$ cat src/rtl/vc_pkg.sv
// Shared definitions for the threshold comparator: register bit positions,
// interrupt mode encoding and the decoded configuration record.
// Assumes an 8-bit control register with the layout given in the brief.
package vc_pkg;

    localparam int VC_REG_W   = 8;
    localparam int VC_B_DIS   = 0;
    localparam int VC_B_REF   = 1;
    localparam int VC_B_MUXEN = 2;
    localparam int VC_B_CAPEN = 3;
    localparam int VC_B_IRQEN = 4;
    localparam int VC_B_MODE  = 5;   // two bits, 6:5
    localparam int VC_B_FLAG  = 7;

    typedef enum logic [1:0] {
        VC_EV_ANY  = 2'b00,
        VC_EV_NONE = 2'b01,
        VC_EV_FALL = 2'b10,
        VC_EV_RISE = 2'b11
    } vc_mode_e;

    typedef struct packed {
        logic     dis;
        logic     ref_sel;
        logic     mux_en;
        logic     cap_en;
        logic     irq_en;
        vc_mode_e mode;
    } vc_cfg_t;

endpackage

$ cat src/rtl/vc_input_stage.sv
// Input register stage: samples all level codes and selection controls once
// per clock so the comparison works on a stable, registered snapshot.
// Assumes inputs are synchronous to clk.
module vc_input_stage #(
    parameter int VAL_W = 16,
    parameter int NCH   = 16,
    parameter int SEL_W = 4
) (
    input  logic                 clk,
    input  logic                 rst_n,
    input  logic [VAL_W-1:0]     ain0_i,
    input  logic [VAL_W-1:0]     ain1_i,
    input  logic [NCH*VAL_W-1:0] chan_i,
    input  logic                 conv_en_i,
    input  logic                 pwr_down_i,
    input  logic [SEL_W-1:0]     sel_i,
    output logic [VAL_W-1:0]     ain0_q,
    output logic [VAL_W-1:0]     ain1_q,
    output logic [NCH*VAL_W-1:0] chan_q,
    output logic                 conv_en_q,
    output logic                 pwr_down_q,
    output logic [SEL_W-1:0]     sel_q
);

    // Dedicated inputs and selection controls.
    always_ff @(posedge clk) begin
        if (!rst_n) begin
            ain0_q     <= '0;
            ain1_q     <= '0;
            conv_en_q  <= 1'b0;
            pwr_down_q <= 1'b0;
            sel_q      <= '0;
        end else begin
            ain0_q     <= ain0_i;
            ain1_q     <= ain1_i;
            conv_en_q  <= conv_en_i;
            pwr_down_q <= pwr_down_i;
            sel_q      <= sel_i;
        end
    end

    // One register slice per channel of the bank.
    for (genvar g = 0; g < NCH; g++) begin : g_chan
        always_ff @(posedge clk) begin
            if (!rst_n) chan_q[g*VAL_W +: VAL_W] <= '0;
            else        chan_q[g*VAL_W +: VAL_W] <= chan_i[g*VAL_W +: VAL_W];
        end
    end

endmodule

$ cat src/rtl/vc_ctrl_reg.sv
// Control register: holds the configuration bits, decodes the flag-clear
// request and assembles readback. Assumes single-cycle write strobes.
module vc_ctrl_reg
    import vc_pkg::*;
(
    input  logic                clk,
    input  logic                rst_n,
    input  logic                we_i,
    input  logic [VC_REG_W-1:0] wdata_i,
    input  logic                flag_i,
    output vc_cfg_t             cfg_o,
    output logic                flag_clr_o,
    output logic [VC_REG_W-1:0] rdata_o
);

    // Configuration storage, updated on every accepted write.
    always_ff @(posedge clk) begin
        if (!rst_n) begin
            cfg_o <= '{dis: 1'b0, ref_sel: 1'b0, mux_en: 1'b0, cap_en: 1'b0,
                       irq_en: 1'b0, mode: VC_EV_ANY};
        end else if (we_i) begin
            cfg_o.dis     <= wdata_i[VC_B_DIS];
            cfg_o.ref_sel <= wdata_i[VC_B_REF];
            cfg_o.mux_en  <= wdata_i[VC_B_MUXEN];
            cfg_o.cap_en  <= wdata_i[VC_B_CAPEN];
            cfg_o.irq_en  <= wdata_i[VC_B_IRQEN];
            cfg_o.mode    <= vc_mode_e'(wdata_i[VC_B_MODE +: 2]);
        end
    end

    // Write-one-to-clear request for the flag.
    assign flag_clr_o = we_i && wdata_i[VC_B_FLAG];

    // Readback assembly in register bit order.
    always_comb begin
        rdata_o                  = '0;
        rdata_o[VC_B_DIS]        = cfg_o.dis;
        rdata_o[VC_B_REF]        = cfg_o.ref_sel;
        rdata_o[VC_B_MUXEN]      = cfg_o.mux_en;
        rdata_o[VC_B_CAPEN]      = cfg_o.cap_en;
        rdata_o[VC_B_IRQEN]      = cfg_o.irq_en;
        rdata_o[VC_B_MODE +: 2]  = cfg_o.mode;
        rdata_o[VC_B_FLAG]       = flag_i;
    end

endmodule

$ cat src/rtl/vc_operand_sel.sv
// Operand selection: picks the positive operand (reference or input 0) and
// the negative operand (input 1 or a bank channel), zeroing the negative
// side when the converter is powered down or the index is out of range.
// Purely combinational on registered inputs.
module vc_operand_sel #(
    parameter int              VAL_W  = 16,
    parameter int              NCH    = 16,
    parameter int              SEL_W  = 4,
    parameter logic [VAL_W-1:0] REF_MV = VAL_W'(1100)
) (
    input  logic                 ref_sel_i,
    input  logic                 mux_en_i,
    input  logic                 conv_en_i,
    input  logic                 pwr_down_i,
    input  logic [SEL_W-1:0]     sel_i,
    input  logic [VAL_W-1:0]     ain0_i,
    input  logic [VAL_W-1:0]     ain1_i,
    input  logic [NCH*VAL_W-1:0] chan_i,
    output logic [VAL_W-1:0]     pos_o,
    output logic [VAL_W-1:0]     neg_o
);

    logic [VAL_W-1:0] ch [NCH];
    logic [VAL_W-1:0] picked;
    logic             in_range;
    logic             bank_path;

    // Unpack the flat bank into an indexed array.
    for (genvar g = 0; g < NCH; g++) begin : g_unpack
        assign ch[g] = chan_i[g*VAL_W +: VAL_W];
    end

    // Channel pick by comparison, which leaves zero when nothing matches.
    always_comb begin
        picked = '0;
        for (int i = 0; i < NCH; i++) begin
            if (sel_i == SEL_W'(i)) picked = ch[i];
        end
    end

    assign in_range  = int'(sel_i) < NCH;
    assign bank_path = mux_en_i && !conv_en_i;

    // Final operand choice.
    always_comb begin
        pos_o = ref_sel_i ? REF_MV : ain0_i;
        if (!bank_path)                  neg_o = ain1_i;
        else if (pwr_down_i || !in_range) neg_o = '0;
        else                             neg_o = picked;
    end

endmodule

$ cat src/rtl/vc_event_gen.sv
// Result and event logic: compares operands, keeps the output bit, raises
// the sticky flag by mode and issues the one-cycle capture trigger.
// Assumes the flag clear and a new event can meet; the new event wins.
module vc_event_gen
    import vc_pkg::*;
#(
    parameter int VAL_W = 16
) (
    input  logic             clk,
    input  logic             rst_n,
    input  vc_cfg_t          cfg_i,
    input  logic [VAL_W-1:0] pos_i,
    input  logic [VAL_W-1:0] neg_i,
    input  logic             flag_clr_i,
    output logic             out_q,
    output logic             flag_q,
    output logic             cap_q
);

    logic res;
    logic change;
    logic fire;

    // Next result and whether it differs from the stored bit.
    assign res    = !cfg_i.dis && (pos_i > neg_i);
    assign change = !cfg_i.dis && (res != out_q);

    // Mode filter for the interrupt flag.
    always_comb begin
        case (cfg_i.mode)
            VC_EV_ANY:  fire = change;
            VC_EV_FALL: fire = change && !res;
            VC_EV_RISE: fire = change && res;
            default:    fire = 1'b0;
        endcase
    end

    // Output bit, flag and capture trigger registers.
    always_ff @(posedge clk) begin
        if (!rst_n) begin
            out_q  <= 1'b0;
            flag_q <= 1'b0;
            cap_q  <= 1'b0;
        end else begin
            if (change) out_q <= res;
            if (fire)            flag_q <= 1'b1;
            else if (flag_clr_i) flag_q <= 1'b0;
            cap_q <= change && cfg_i.cap_en;
        end
    end

endmodule

$ cat src/rtl/volt_comparator.sv
// Threshold comparator top: input registers, control register, operand
// selection and event generation. Inputs are synchronous to clk; reset is
// synchronous and active low.
module volt_comparator
    import vc_pkg::*;
#(
    parameter int VAL_W  = 16,
    parameter int NCH    = 16,
    parameter int SEL_W  = 4,
    parameter int REF_MV = 1100
) (
    input  logic                 clk,
    input  logic                 rst_n,
    input  logic [VAL_W-1:0]     ain0_mv,
    input  logic [VAL_W-1:0]     ain1_mv,
    input  logic [NCH*VAL_W-1:0] chan_mv,
    input  logic                 conv_en,
    input  logic                 conv_pwr_down,
    input  logic [SEL_W-1:0]     chan_sel,
    input  logic                 reg_we,
    input  logic [VC_REG_W-1:0]  reg_wdata,
    output logic [VC_REG_W-1:0]  reg_rdata,
    output logic                 cmp_out,
    output logic                 irq,
    output logic                 cap_trig
);

    localparam logic [VAL_W-1:0] REF_CODE = VAL_W'(REF_MV);

    logic [VAL_W-1:0]     ain0_q, ain1_q, pos, neg;
    logic [NCH*VAL_W-1:0] chan_q;
    logic                 conv_en_q, pwr_down_q, flag, flag_clr;
    logic [SEL_W-1:0]     sel_q;
    vc_cfg_t              cfg;

    vc_input_stage #(.VAL_W(VAL_W), .NCH(NCH), .SEL_W(SEL_W)) u_in (
        .clk        (clk),
        .rst_n      (rst_n),
        .ain0_i     (ain0_mv),
        .ain1_i     (ain1_mv),
        .chan_i     (chan_mv),
        .conv_en_i  (conv_en),
        .pwr_down_i (conv_pwr_down),
        .sel_i      (chan_sel),
        .ain0_q     (ain0_q),
        .ain1_q     (ain1_q),
        .chan_q     (chan_q),
        .conv_en_q  (conv_en_q),
        .pwr_down_q (pwr_down_q),
        .sel_q      (sel_q)
    );

    vc_ctrl_reg u_reg (
        .clk        (clk),
        .rst_n      (rst_n),
        .we_i       (reg_we),
        .wdata_i    (reg_wdata),
        .flag_i     (flag),
        .cfg_o      (cfg),
        .flag_clr_o (flag_clr),
        .rdata_o    (reg_rdata)
    );

    vc_operand_sel #(.VAL_W(VAL_W), .NCH(NCH), .SEL_W(SEL_W), .REF_MV(REF_CODE)) u_sel (
        .ref_sel_i  (cfg.ref_sel),
        .mux_en_i   (cfg.mux_en),
        .conv_en_i  (conv_en_q),
        .pwr_down_i (pwr_down_q),
        .sel_i      (sel_q),
        .ain0_i     (ain0_q),
        .ain1_i     (ain1_q),
        .chan_i     (chan_q),
        .pos_o      (pos),
        .neg_o      (neg)
    );

    vc_event_gen #(.VAL_W(VAL_W)) u_evt (
        .clk        (clk),
        .rst_n      (rst_n),
        .cfg_i      (cfg),
        .pos_i      (pos),
        .neg_i      (neg),
        .flag_clr_i (flag_clr),
        .out_q      (cmp_out),
        .flag_q     (flag),
        .cap_q      (cap_trig)
    );

    // Interrupt request gated by the enable bit.
    assign irq = flag && cfg.irq_en;

endmodule

$ cat config.mk
export PLATFORM = sky130hd
export DESIGN_NAME = volt_comparator
export DESIGN_NICKNAME = d
export VERILOG_FILES = /design/src/rtl/vc_pkg.sv /design/src/rtl/vc_input_stage.sv /design/src/rtl/vc_ctrl_reg.sv /design/src/rtl/vc_operand_sel.sv /design/src/rtl/vc_event_gen.sv /design/src/rtl/volt_comparator.sv
export SDC_FILE = /design/constraint.sdc
export NUM_CORES = 1
export LEC_CHECK = 0
export BUFFER_PORTS_ARGS = -buffer_cell sky130_fd_sc_hd__buf_2
export CORE_ASPECT_RATIO = 0.7
export CORE_MARGIN = 4
export CORE_UTILIZATION = 30
export CTS_BUF_LIST = sky130_fd_sc_hd__clkbuf_4
export CTS_CLUSTER_SIZE = 8
export DETAILED_ROUTE_END_ITERATION = 8
export GPL_TIMING_DRIVEN = 1
export PLACE_DENSITY = 0.59
export SLEW_MARGIN = 10
export SYNTH_ARGS = -nofsm -noshare
export SYNTH_HDL_FRONTEND = slang
export SYNTH_SLANG_ARGS = --single-unit
$ cat constraint.sdc
create_clock -name clk -period 6.4 [get_ports clk]
set_clock_uncertainty 0.05 [all_clocks]
set_input_delay 0.32 -clock clk [delete_from_list [all_inputs] [get_ports clk]]
set_output_delay 0.32 -clock clk [all_outputs]
set_load 0.01 [all_outputs]
==> results.toml, run 1 <==
[sta]
layout_min_cycle_time_ps = 4610
finalSetupViolations = 0
grt_setup_unrepaired = "false"
number_of_failing_hold_endpoints_at_the_final_stage = 0
report.final.slew_viol_count = 0
max-slew-margin-rel = 0.278
period_share = 0.721
clock.fmax_mhz = 217
timing.setup.tns_ps = 0
worst_slew_pin_slew_ps = 1080

[drt]
first_pass_iters = 5
routed_wl_microns = 48000
routed-wl-met3_microns = 3000
wl_per_cell_microns = 19.9
dr.first_iter.drc_count = 657
route.antenna.remaining_nets = 0
viasPerCell = 4.57
routed-via-count = 11000
topRoutingLayerUsed = "met5"
detailroute.wirelength.met2_microns = 21100
wl_met1_microns = 22500
detail_route.drc_violations = 0

[yosys]
synth_enable_flop_cells = 0
synthArstFlopShare = 0
yosysMostFrequentCell = "sky130_fd_sc_hd__dfxtp_1"
synth.cell_area_sq_mm = 0.0120
syn_inst = 1207
ys_dominant_reg_cell = "sky130_fd_sc_hd__dfxtp_1"
synth.top_cell.area_share = 0.509
yosys_register_bits = 304
synthesis.nets = 1528
ys_warn_count = 0
syn-mean-instance-area_sq_um = 9.91
netlist_top_cells_area = "sky130_fd_sc_hd__dfxtp_1 51%, sky130_fd_sc_hd__and2_1 15%, sky130_fd_sc_hd__mux2i_1 3.5%"
synth_cell_types = 62
synth_area_leader_cell = "sky130_fd_sc_hd__dfxtp_1"
synth.top_cells.by_count = "304 x sky130_fd_sc_hd__dfxtp_1, 296 x sky130_fd_sc_hd__and2_1, 64 x sky130_fd_sc_hd__o21ai_0, 58 x sky130_fd_sc_hd__clkbuf_1, 46 x sky130_fd_sc_hd__nor2_1"
synth-seq-area-share = 0.509

[power]
power-per-cell-area_mw_per_mm2 = 245
total_power_uw = 4370
vdd_ir_drop_max_uv = 96.4
leakage_uw = 0.00782

[cts]
cts_tree = "done"
htree_num_levels = 3
tritoncts.num_buffers = 76
tritoncts_num_sinks = 304
clk_path_buf_depth = 3
cts_resized = 0
cts.clk_slew.worst_paths_ps = 70
clock-root-buffer = "sky130_fd_sc_hd__clkbuf_4"
worst_skew_pair.late_latency_ps = 770

[global_route]
globalRoute.totalOverflow = 0
grt_pass1_vias = 12000
antenna_found_initial = 3
grt_max_degree = 182
global_route.usage.total = 0.219
grt_pass1_wl_microns = 71300

[layout]
layout-drive-gt1-share = 0.250
fillers = 3671
number_of_nets_in_the_layout = 2144
layout-area-overhead-vs-synth_pct = 49.3

[place]
dp.final_hpwl_microns = 32400
place.gp.congestion = 0.859
place.port_buffers = 315

[floorplan]
die-width_microns = 247
num_rows = 60
die_height_microns = 175
floorplan.core_area_sq_mm = 0.0389
ioPinCount = 316
floorplan.die_area_sq_mm = 0.0432
start_util = 0.307

[hold_path]
hold_start = "reg_we"
worst_hold_path_type = "in -> reg"

[worst_setup_path]
cp_data_arrival_time_ps = 5170
worstSetupStartpoint = "u_in.sel_q[0]"
cp-start-kind = "flop"
worst-setup-path-type = "reg -> reg"
worstPathMaxFanout = 76
required_ps = 6960
regToRegStartpoint = "u_in.sel_q[0]"
crit_path_end_kind = "flop"

[status]
outcome = "completed"

[job]
drv.max_cap_violation_count = 0
metal layers:
layer / global-route usage / up-vias
li1: - / 5382
met1: 0.296 / 5146
met2: 0.337 / 381
met3: 0.0598 / 88
met4: 0.0756 / 4
met5: 0 / -
report_power, final:
group          internal, uW  switching, uW  leakage (uW)
clock network           856            817      0.000567
registers              2000           70.0       0.00253
logic                   346            283       0.00472
flip-flops by register name, summed over array words and instances (netlist names):
register and flops:
u_reg.cfg_o 7, u_in.chan_q 256, u_evt.out_q 1, u_in.conv_en_q 1, u_in.sel_q 4, u_in.ain0_q 16
u_in.pwr_down_q 1, u_in.ain1_q 16, u_evt.cap_q 1, u_evt.flag_q 1
worst max-delay path: stages, from the launching register on:
cell and delay, ps:
sky130_fd_sc_hd__dfxtp_4 920, sky130_fd_sc_hd__nor2b_1 780, sky130_fd_sc_hd__a2bb2oi_1 200, sky130_fd_sc_hd__a211oi_1 440, sky130_fd_sc_hd__a221oi_1 170, sky130_fd_sc_hd__o21a_1 280
sky130_fd_sc_hd__ha_1 310, sky130_fd_sc_hd__nand3_1 170, sky130_fd_sc_hd__o221ai_1 390, sky130_fd_sc_hd__a21oi_1 160, sky130_fd_sc_hd__a211o_1 300, sky130_fd_sc_hd__a221o_1 290
cell usage in the layout, fill, tap and decap left out, types with 12 or more instances in the layout:
master / Yosys / routed
sky130_fd_sc_hd__buf_2: 14 / 314
sky130_fd_sc_hd__dlygate4sd3_1: 0 / 309
sky130_fd_sc_hd__dfxtp_1: 304 / 301
sky130_fd_sc_hd__and2_1: 296 / 296
sky130_fd_sc_hd__clkbuf_4: 0 / 107
sky130_fd_sc_hd__o21ai_0: 64 / 64
sky130_fd_sc_hd__nor2_1: 46 / 46
sky130_fd_sc_hd__a21oi_1: 45 / 45
sky130_fd_sc_hd__nand2_1: 43 / 43
sky130_fd_sc_hd__mux2i_1: 42 / 42
sky130_fd_sc_hd__nor2b_1: 24 / 24
sky130_fd_sc_hd__a21o_1: 20 / 20
sky130_fd_sc_hd__clkinv_1: 0 / 19
sky130_fd_sc_hd__ha_1: 16 / 16
sky130_fd_sc_hd__inv_1: 13 / 13
sky130_fd_sc_hd__a22o_1: 13 / 13
sky130_fd_sc_hd__a221oi_1: 12 / 12
cells by family (layout without fill, tap and decap cells):
logic type / count (synthesis) / count (layout) / synth area share
muxes: 56 / 56 / 0.0559
adders and majority gates: 16 / 16 / 0.0167
AOI/OAI and AO/OA: 255 / 255 / 0.146
buffers and inverters: 111 / 783 / 0.0467
DFF: 304 / 304 / 0.509
and+or+nand+nor: 464 / 464 / 0.225
xor gates and xnor gates: 1 / 1 / 0.000733
other: 0 / 1 / 0
final cells by class:
class                           count  area [sq um]  area share
Sequential cell                   304          6090       0.341
Multi-Input combinational cell    792          5310       0.298
Timing Repair Buffer              634          4750       0.266
Clock buffer                      107           803      0.0450
Tap cell                          527           659      0.0369
Clock inverter                     27           168     0.00939
Inverter                           15          56.3     0.00315
Antenna cell                        1          2.50    0.000140
what timing repair did:
| item | 4_1_cts | 5_1_grt |
|---|---|---|
| hold buffers | 309 | 0 |
| endpoints found under the hold margin | 302 | 0 |
| buffers inserted | 0 | 0 |
path summary, 6_finish.rpt:
path | slack [ps] | depth (start not counted) | end
hold reg to reg | 500 | 2 | u_evt.cap_q
setup reg to reg | 1790 | 11 | u_evt.flag_q
hold / removal | 130 | 3 | u_evt.flag_q
setup / recovery | 1790 | 11 | u_evt.flag_q
metrics by stage:
| stage | utilization | worst slack (ps) | instance area (sq um) | hold WS [ps] | cells |
|---|---|---|---|---|---|
| global placement | 0.354 | 1990 | 13800 | 468 | 1963 |
| CTS | 0.459 | 1850 | 17800 | 65.7 | 2406 |
| floorplan | - | 3440 | 12000 | 392 | 1207 |
| detailed placement | 0.354 | 1880 | 13800 | 479 | 1963 |
| global route | 0.459 | 1490 | 17800 | 102 | 2407 |
| finish | 0.459 | 1790 | 17800 | 130 | 2407 |
Power figures use the tool's default switching activity.
==> run 2: changes to the inputs <==
--- a/config.mk
+++ b/config.mk
@@ -5,6 +5,7 @@
 export SDC_FILE = /design/constraint.sdc
 export NUM_CORES = 1
 export LEC_CHECK = 0
+export ABC_AREA = 1
 export BUFFER_PORTS_ARGS = -buffer_cell sky130_fd_sc_hd__buf_2
 export CORE_ASPECT_RATIO = 0.7
 export CORE_MARGIN = 4
@@ -13,7 +14,7 @@
 export CTS_CLUSTER_SIZE = 8
 export DETAILED_ROUTE_END_ITERATION = 8
 export GPL_TIMING_DRIVEN = 1
-export PLACE_DENSITY = 0.59
+export PLACE_DENSITY = 0.6
 export SLEW_MARGIN = 10
 export SYNTH_ARGS = -nofsm -noshare
 export SYNTH_HDL_FRONTEND = slang
==> constraint.sdc (replaced) <==
create_clock -name clk -period 4.6 [get_ports clk]
set_clock_uncertainty 0.05 [all_clocks]
set_input_delay 0.23 -clock clk [delete_from_list [all_inputs] [get_ports clk]]
set_output_delay 0.23 -clock clk [all_outputs]
set_load 0.01 [all_outputs]
==> results.toml, run 2 <==
[status]
outcome = "completed"

[place]
place.port_buffers = 315
place.gp.congestion = 0.888
dp.final_hpwl_microns = 31000
worst_setup_slack_before_clock_tree_synthesis_ps = 216

[global_route]
grt_pass1_wl_microns = 73900
global_route.usage.total = 0.226
globalRoute.totalOverflow = 0
grt_max_degree = 127
grt_pass1_vias = 13900
antenna_found_initial = 9

[job]
drv.max_cap_violation_count = 0

[drt]
routed_wl_microns = 48200
dr.first_iter.drc_count = 840
route.antenna.remaining_nets = 0
viasPerCell = 4.27
first_pass_iters = 5
wl_per_cell_microns = 16.0
detail_route.drc_violations = 0
routed-via-count = 12800

[power]
leakage_uw = 0.0106
total_power_uw = 6220
vdd_ir_drop_max_uv = 183
power-per-cell-area_mw_per_mm2 = 324

[sta]
postLayoutSetupSlackWorst_ps = 240
finalSetupViolations = 0
layout_min_cycle_time_ps = 4360
period_share = 0.948
grt_setup_unrepaired = "false"
number_of_failing_hold_endpoints_at_the_final_stage = 0
clock.fmax_mhz = 229
worst_slew_pin_slew_ps = 773
max-slew-margin-rel = 0.485
report.final.slew_viol_count = 0
timing.setup.tns_ps = 0

[worst_setup_path]
cp_data_arrival_time_ps = 4970
critical_path.slowest_cell = "sky130_fd_sc_hd__dfxtp_1"
cp-start-kind = "flop"
cp_cell_sequence = "inv_2 -> nor2_2 -> nand2_1 -> buf_4 -> or2_0 -> nand2_1 -> nand4_1 -> nand2_1 -> nand4_1 -> nor2_1 -> nand3_1 -> nand2_1 -> nand2_1 -> a21oi_1 -> ha_1 -> a21oi_1 -> o21ai_0 -> a21oi_1 -> nand2_1 -> nand2_1 -> nand2_1 -> nand2_1 -> nand3_1 -> a21oi_1"
worstPathMaxFanout = 20
reg2reg_setup_slack_ps = 240
slowest_delay_ps = 430
rr_endpoint = "u_evt.flag_q"
worst-setup-path-type = "reg -> reg"
regToRegStartpoint = "u_in.sel_q[1]"
crit_path_end_kind = "flop"
worst_reg_to_reg_path_cell_count = 24
required_ps = 5210
cp_common_cell = "sky130_fd_sc_hd__nand2_1"

[cts]
clk_path_buf_depth = 3
cts.clk_slew.worst_paths_ps = 70
cts_tree = "done"
tritoncts_num_sinks = 304
clock-root-buffer = "sky130_fd_sc_hd__clkbuf_4"
tritoncts.num_buffers = 80
worst_skew_pair.late_latency_ps = 750
htree_num_levels = 3

[yosys]
main_combinational_cell_family_by_area_after_synthesis = "simple AND/OR/NAND/NOR gates"
synth-seq-area-share = 0.523
syn-mean-instance-area_sq_um = 7.14
synth_cell_types = 25
synth.top_cells.by_count = "529 x sky130_fd_sc_hd__nand2_1, 377 x sky130_fd_sc_hd__inv_1, 304 x sky130_fd_sc_hd__dfxtp_1, 105 x sky130_fd_sc_hd__nor2_1, 57 x sky130_fd_sc_hd__nand3_1"
synth_area_leader_cell = "sky130_fd_sc_hd__dfxtp_1"
synth.cell_area_sq_mm = 0.0116
netlist_top_cells_area = "sky130_fd_sc_hd__dfxtp_1 52%, sky130_fd_sc_hd__nand2_1 17%, sky130_fd_sc_hd__inv_1 12%"
synth.top_cell.area_share = 0.523
synth_compound_area_frac = 0.0339
yosys_register_bits = 304
syn_inst = 1629
synth_mux_area_frac = 0
synthesis.nets = 1950
synth-simple-area-share = 0.279
synth_enable_flop_cells = 0
ys_dominant_reg_cell = "sky130_fd_sc_hd__dfxtp_1"
synthArstFlopShare = 0
yosysMostFrequentCell = "sky130_fd_sc_hd__nand2_1"
yosys.area_share.xor_xnor = 0
ys_warn_count = 0
post_synth_fa_ha_maj_area_fraction = 0.0172

[hold_path]
worst_hold_path_type = "in -> reg"
min_to = "u_in.chan_q[22]"
hold_start = "chan_mv[22]"
worst_hold_path.num_cells = 4

[layout]
commonest_non_fill_non_tap_cells_in_the_layout = "529 x sky130_fd_sc_hd__nand2_1, 434 x sky130_fd_sc_hd__dlygate4sd3_1, 377 x sky130_fd_sc_hd__inv_1"
multi_input_area_sq_mm = 0.00385
largest_register_ffs = 256
utilization = 0.501
layout-area-overhead-vs-synth_pct = 65.0
layout-drive-gt1-share = 0.198
largest_registers = "u_in.chan_q: 256 flops, u_in.ain0_q: 16 flops, u_in.ain1_q: 16 flops"
number_of_nets_in_the_layout = 2739
final-seq-area_sq_mm = 0.00609
layout.cells.most_common = "sky130_fd_sc_hd__nand2_1"
fillers = 3603
largest_register = "u_in.chan_q"

[floorplan]
start_util = 0.303
die_height_microns = 173
floorplan.die_area_sq_mm = 0.0421
floorplan.core_area_sq_mm = 0.0384
ioPinCount = 316
num_rows = 60
die-width_microns = 243
[run 2: changes by cell type in the layout (fill, tap and decap cells not counted), moves of 13 or more]
cell,delta
sky130_fd_sc_hd__a21o_1,-20
sky130_fd_sc_hd__a22o_1,-13
sky130_fd_sc_hd__and2_1,-296
sky130_fd_sc_hd__dlygate4sd3_1,+125
sky130_fd_sc_hd__inv_1,+364
sky130_fd_sc_hd__mux2i_1,-42
sky130_fd_sc_hd__nand2_1,+486
sky130_fd_sc_hd__nand3_1,+52
sky130_fd_sc_hd__nand4_1,+34
sky130_fd_sc_hd__nor2_1,+57
sky130_fd_sc_hd__nor2b_1,-24
sky130_fd_sc_hd__o21ai_0,-55
sky130_fd_sc_hd__or2_2,+13
[run 2: per-layer routing]
metal / part of all wire / vias up / routed length [microns] / GRT usage
met5: 0.00015 / - / 7 / 0
met4: 0.042 / 2 / 2010 / 0.0988
met3: 0.063 / 156 / 3040 / 0.0648
met2: 0.46 / 447 / 22300 / 0.373
met1: 0.43 / 5864 / 20800 / 0.275
li1: - / 6359 / - / -
[run 2: area by class of cell]
type	instances	area share
inverter	385	0.0753
clock buffer	111	0.0434
multi-input combinational	876	0.200
sequential	304	0.317
antenna	9	0.00117
timing repair buffer	771	0.318
clock inverter	23	0.0104
tap	527	0.0343
[run 2: worst max-delay path by stage]
stage	from	end	slack (ps)	cells after the start
3_5_place_dp	u_in.sel_q[2]	u_evt.flag_q	220	23
3_3_place_gp	u_in.sel_q[2]	u_evt.flag_q	200	23
2_1_floorplan	u_in.sel_q[2]	u_evt.flag_q	1800	20
5_1_grt	u_in.sel_q[1]	u_evt.flag_q	40	24
4_1_cts	u_in.sel_q[2]	u_evt.flag_q	150	23
6_report	u_in.sel_q[1]	u_evt.flag_q	240	24
[run 2: cells by family (layout without fill, tap and decap cells)]
group	Yosys count	after routing
flops	304	304
buf+inv	450	1290
simple gates	785	786
fa+ha+maj	16	16
other cells	0	9
compound gates	74	74
[run 2: through the flow]
step | instances | hold WS (ps) | area, sq um
after floorplan | 1629 | 273 | 11600
after global placement | 2427 | 363 | 13800
after detailed placement | 2427 | 365 | 13800
after CTS | 2995 | 52.2 | 19200
after global routing | 3006 | 86.0 | 19200
final | 3006 | 158 | 19200
[run 2: power by group]
| group | leakage, uW | switching [uW] | internal [uW] | total, uW |
|---|---|---|---|---|
| Combinational | 0.00743 | 459 | 475 | 935 |
| Sequential | 0.00253 | 59.3 | 2780 | 2840 |
| Clock | 0.000608 | 1120 | 1330 | 2450 |
| Total | 0.0106 | 1640 | 4590 | 6220 |
[run 2: critical path: cells and delay by family, from the launching register on]
family | cells | cell delay [ps]
flip-flops | 1 | 430
AO/OA/AOI/OAI | 5 | 1070
adder cells (fa/ha/maj) | 1 | 270
AND/OR/NAND/NOR | 16 | 2150
buffers and inverters | 2 | 280
[run 2: repair_timing]
action,in CTS,in global routing
setup buffers,0,1
hold buffers,434,0
endpoints found under the hold margin,304,0
resized for setup,0,1
setup endpoints to repair,0,2
==> run 3: changes to the inputs <==
--- a/config.mk
+++ b/config.mk
@@ -9,12 +9,12 @@
 export BUFFER_PORTS_ARGS = -buffer_cell sky130_fd_sc_hd__buf_2
 export CORE_ASPECT_RATIO = 0.7
 export CORE_MARGIN = 4
-export CORE_UTILIZATION = 30
+export CORE_UTILIZATION = 40
 export CTS_BUF_LIST = sky130_fd_sc_hd__clkbuf_4
 export CTS_CLUSTER_SIZE = 8
 export DETAILED_ROUTE_END_ITERATION = 8
 export GPL_TIMING_DRIVEN = 1
-export PLACE_DENSITY = 0.6
+export PLACE_DENSITY = 0.73
 export SLEW_MARGIN = 10
 export SYNTH_ARGS = -nofsm -noshare
 export SYNTH_HDL_FRONTEND = slang
==> results.toml, run 3 (synthesized netlist as in run 2, its figures left out) <==
[cts]
tritoncts.num_buffers = 73
worst_skew_pair.late_latency_ps = 720
clock-root-buffer = "sky130_fd_sc_hd__clkbuf_4"
tritoncts_num_sinks = 304
cts.clk_slew.worst_paths_ps = 70
clk_path_buf_depth = 3
cts_tree = "done"
htree_num_levels = 3
cts_setup_buffers = 0

[sta]
report.final.slew_viol_count = 0
worst_slew_pin_slew_ps = 920
layout_min_cycle_time_ps = 4180
clock.fmax_mhz = 239
postLayoutSetupSlackWorst_ps = 423
number_of_failing_hold_endpoints_at_the_final_stage = 0
period_share = 0.908
finalSetupViolations = 0
timing.setup.tns_ps = 0
grt_setup_unrepaired = "false"
max-slew-margin-rel = 0.384

[floorplan]
die-width_microns = 212
start_util = 0.413
floorplan.die_area_sq_mm = 0.0319
ioPinCount = 316
die_height_microns = 151
floorplan.core_area_sq_mm = 0.0282
num_rows = 51

[global_route]
grt_max_degree = 172
globalRoute.totalOverflow = 0
antenna_found_initial = 11
grt_pass1_wl_microns = 75100
global_route.usage.total = 0.308
grt_pass1_vias = 13900

[worst_setup_path]
cp-start-kind = "flop"
worst-setup-path-type = "reg -> reg"
crit_path_end_kind = "flop"
cp_common_cell = "sky130_fd_sc_hd__nand2_1"
worstPathMaxFanout = 28
worst_reg_to_reg_path_cell_count = 21
cp_cell_sequence = "nor2_4 -> nand2_2 -> or2_0 -> nand2_1 -> nand4_1 -> nor2_1 -> nand4_1 -> nand2_1 -> nand3_1 -> nand2_1 -> nand2_1 -> a21oi_1 -> ha_1 -> nand4_1 -> nor3_1 -> a21oi_1 -> nand2_1 -> nand2_1 -> nand2_1 -> nand2_1 -> nor2_1"
slowest_delay_ps = 500
critical_path.slowest_cell = "sky130_fd_sc_hd__nor2_4"
cp_data_arrival_time_ps = 4760
required_ps = 5180

[power]
power-per-cell-area_mw_per_mm2 = 321
netSwitchingFraction = 0.276
vdd_ir_drop_max_uv = 163
power.clock.fraction = 0.366
switching_power_uw = 1630
power.share.combinational = 0.154
seqPwrFrac = 0.480
cellInternalPower_uw = 4280
leakage_uw = 0.0104

[layout]
largest_register_ffs = 256
largest_register = "u_in.chan_q"
final-seq-area_sq_mm = 0.00609
multi_input_area_sq_mm = 0.00384
layout-drive-gt1-share = 0.193
commonest_non_fill_non_tap_cells_in_the_layout = "528 x sky130_fd_sc_hd__nand2_1, 402 x sky130_fd_sc_hd__dlygate4sd3_1, 377 x sky130_fd_sc_hd__inv_1"
number_of_nets_in_the_layout = 2689
finalNonFillerCells = 2802
fillers = 2185
layout.cells.most_common = "sky130_fd_sc_hd__nand2_1"
layout-area-overhead-vs-synth_pct = 58.6
largest_registers = "u_in.chan_q: 256 flops, u_in.ain0_q: 16 flops, u_in.ain1_q: 16 flops"

[drt]
routed-via-count = 13300
detail_route.drc_violations = 1
detailroute.wirelength.met2_microns = 21300
topRoutingLayerUsed = "met5"
wl_met1_microns = 20100
route.antenna.remaining_nets = 0
dr.first_iter.drc_count = 1054
routed_wl_microns = 49400
viasPerCell = 4.74
first_pass_iters = 9
routed-wl-met3_microns = 4470
wl_per_cell_microns = 17.6

[hold_path]
worst_hold_path_type = "in -> reg"
worst_hold_path.num_cells = 3

[job]
drv.max_cap_violation_count = 0

[place]
place.port_buffers = 315
worst_setup_slack_before_clock_tree_synthesis_ps = 457
dp.final_hpwl_microns = 29100
place.gp.congestion = 0.931
dpl.cell_count = 2262

[status]
outcome = "finished with violations"
violations = "design-rule violations"
[run 3: cell count changes in the layout (fill, tap and decap cells not counted), sizes merged]
cell | before | now
buf | 337 | 327
bufinv | 4 | 0
clkbuf | 111 | 105
clkinvlp | 1 | 2
diode | 9 | 11
dlygate4sd3 | 434 | 402
inv | 381 | 383
nor2 | 113 | 112
[run 3: cell type report]
class / instances / share of cell area
Clock buffer: 105 / 0.0427
Multi-Input combinational cell: 875 / 0.208
Antenna cell: 11 / 0.00149
Inverter: 385 / 0.0783
Timing Repair Buffer: 729 / 0.309
Clock inverter: 22 / 0.00502
Tap cell: 371 / 0.0251
Sequential cell: 304 / 0.330
[run 3: worst max-delay path: cells and delay by family, from the launching register on]
| kind | cells | cell delay (ps) |
|---|---|---|
| AO/OA/AOI/OAI | 2 | 360 |
| adder cells (fa/ha/maj) | 1 | 200 |
| flip-flops | 1 | 370 |
| AND/OR/NAND/NOR | 18 | 3140 |
[run 3: what timing repair did]
action                                  in CTS  in global routing
hold endpoints to repair                   302                  0
hold buffers                               402                  0
endpoints found under the setup margin       0                  2
gates resized for setup                      0                  1
[run 3: path summary, 6_finish.rpt]
path                               startpoint  slack [ps]               end
worst min register to register    u_evt.out_q         500       u_evt.out_q
worst max register to register  u_in.sel_q[2]         420       u_evt.cap_q
worst max-delay path            u_in.sel_q[2]         420       u_evt.cap_q
worst min-delay path                    rst_n          60  u_in.chan_q[175]
[run 3: stage by stage]
stage | instance area, sq um | utilization | power [uW] | hold slack (ps)
final | 18500 | 0.654 | 5920 | 58.8
after global routing | 18500 | 0.654 | 6170 | 50.8
after CTS | 18400 | 0.653 | 5850 | 0.491
after detailed placement | 13500 | 0.480 | 3480 | 365
after global placement | 13500 | 0.480 | 3470 | 361
after floorplan | 11600 | - | 3180 | 273
[run 3: power groups by stage]
stage | Sequential, uW | Combinational [uW] | Clock, uW
floorplan | 2870 | 310 | 0
global placement | 2900 | 578 | 0
detailed placement | 2890 | 582 | 0
CTS | 2840 | 851 | 2160
global route | 2850 | 989 | 2330
finish | 2840 | 912 | 2160
[run 3: layer usage]
layer / vias up / global-route usage
li1: 6246 / -
met1: 5944 / 0.370
met2: 796 / 0.467
met3: 295 / 0.105
met4: 6 / 0.210
met5: - / 0
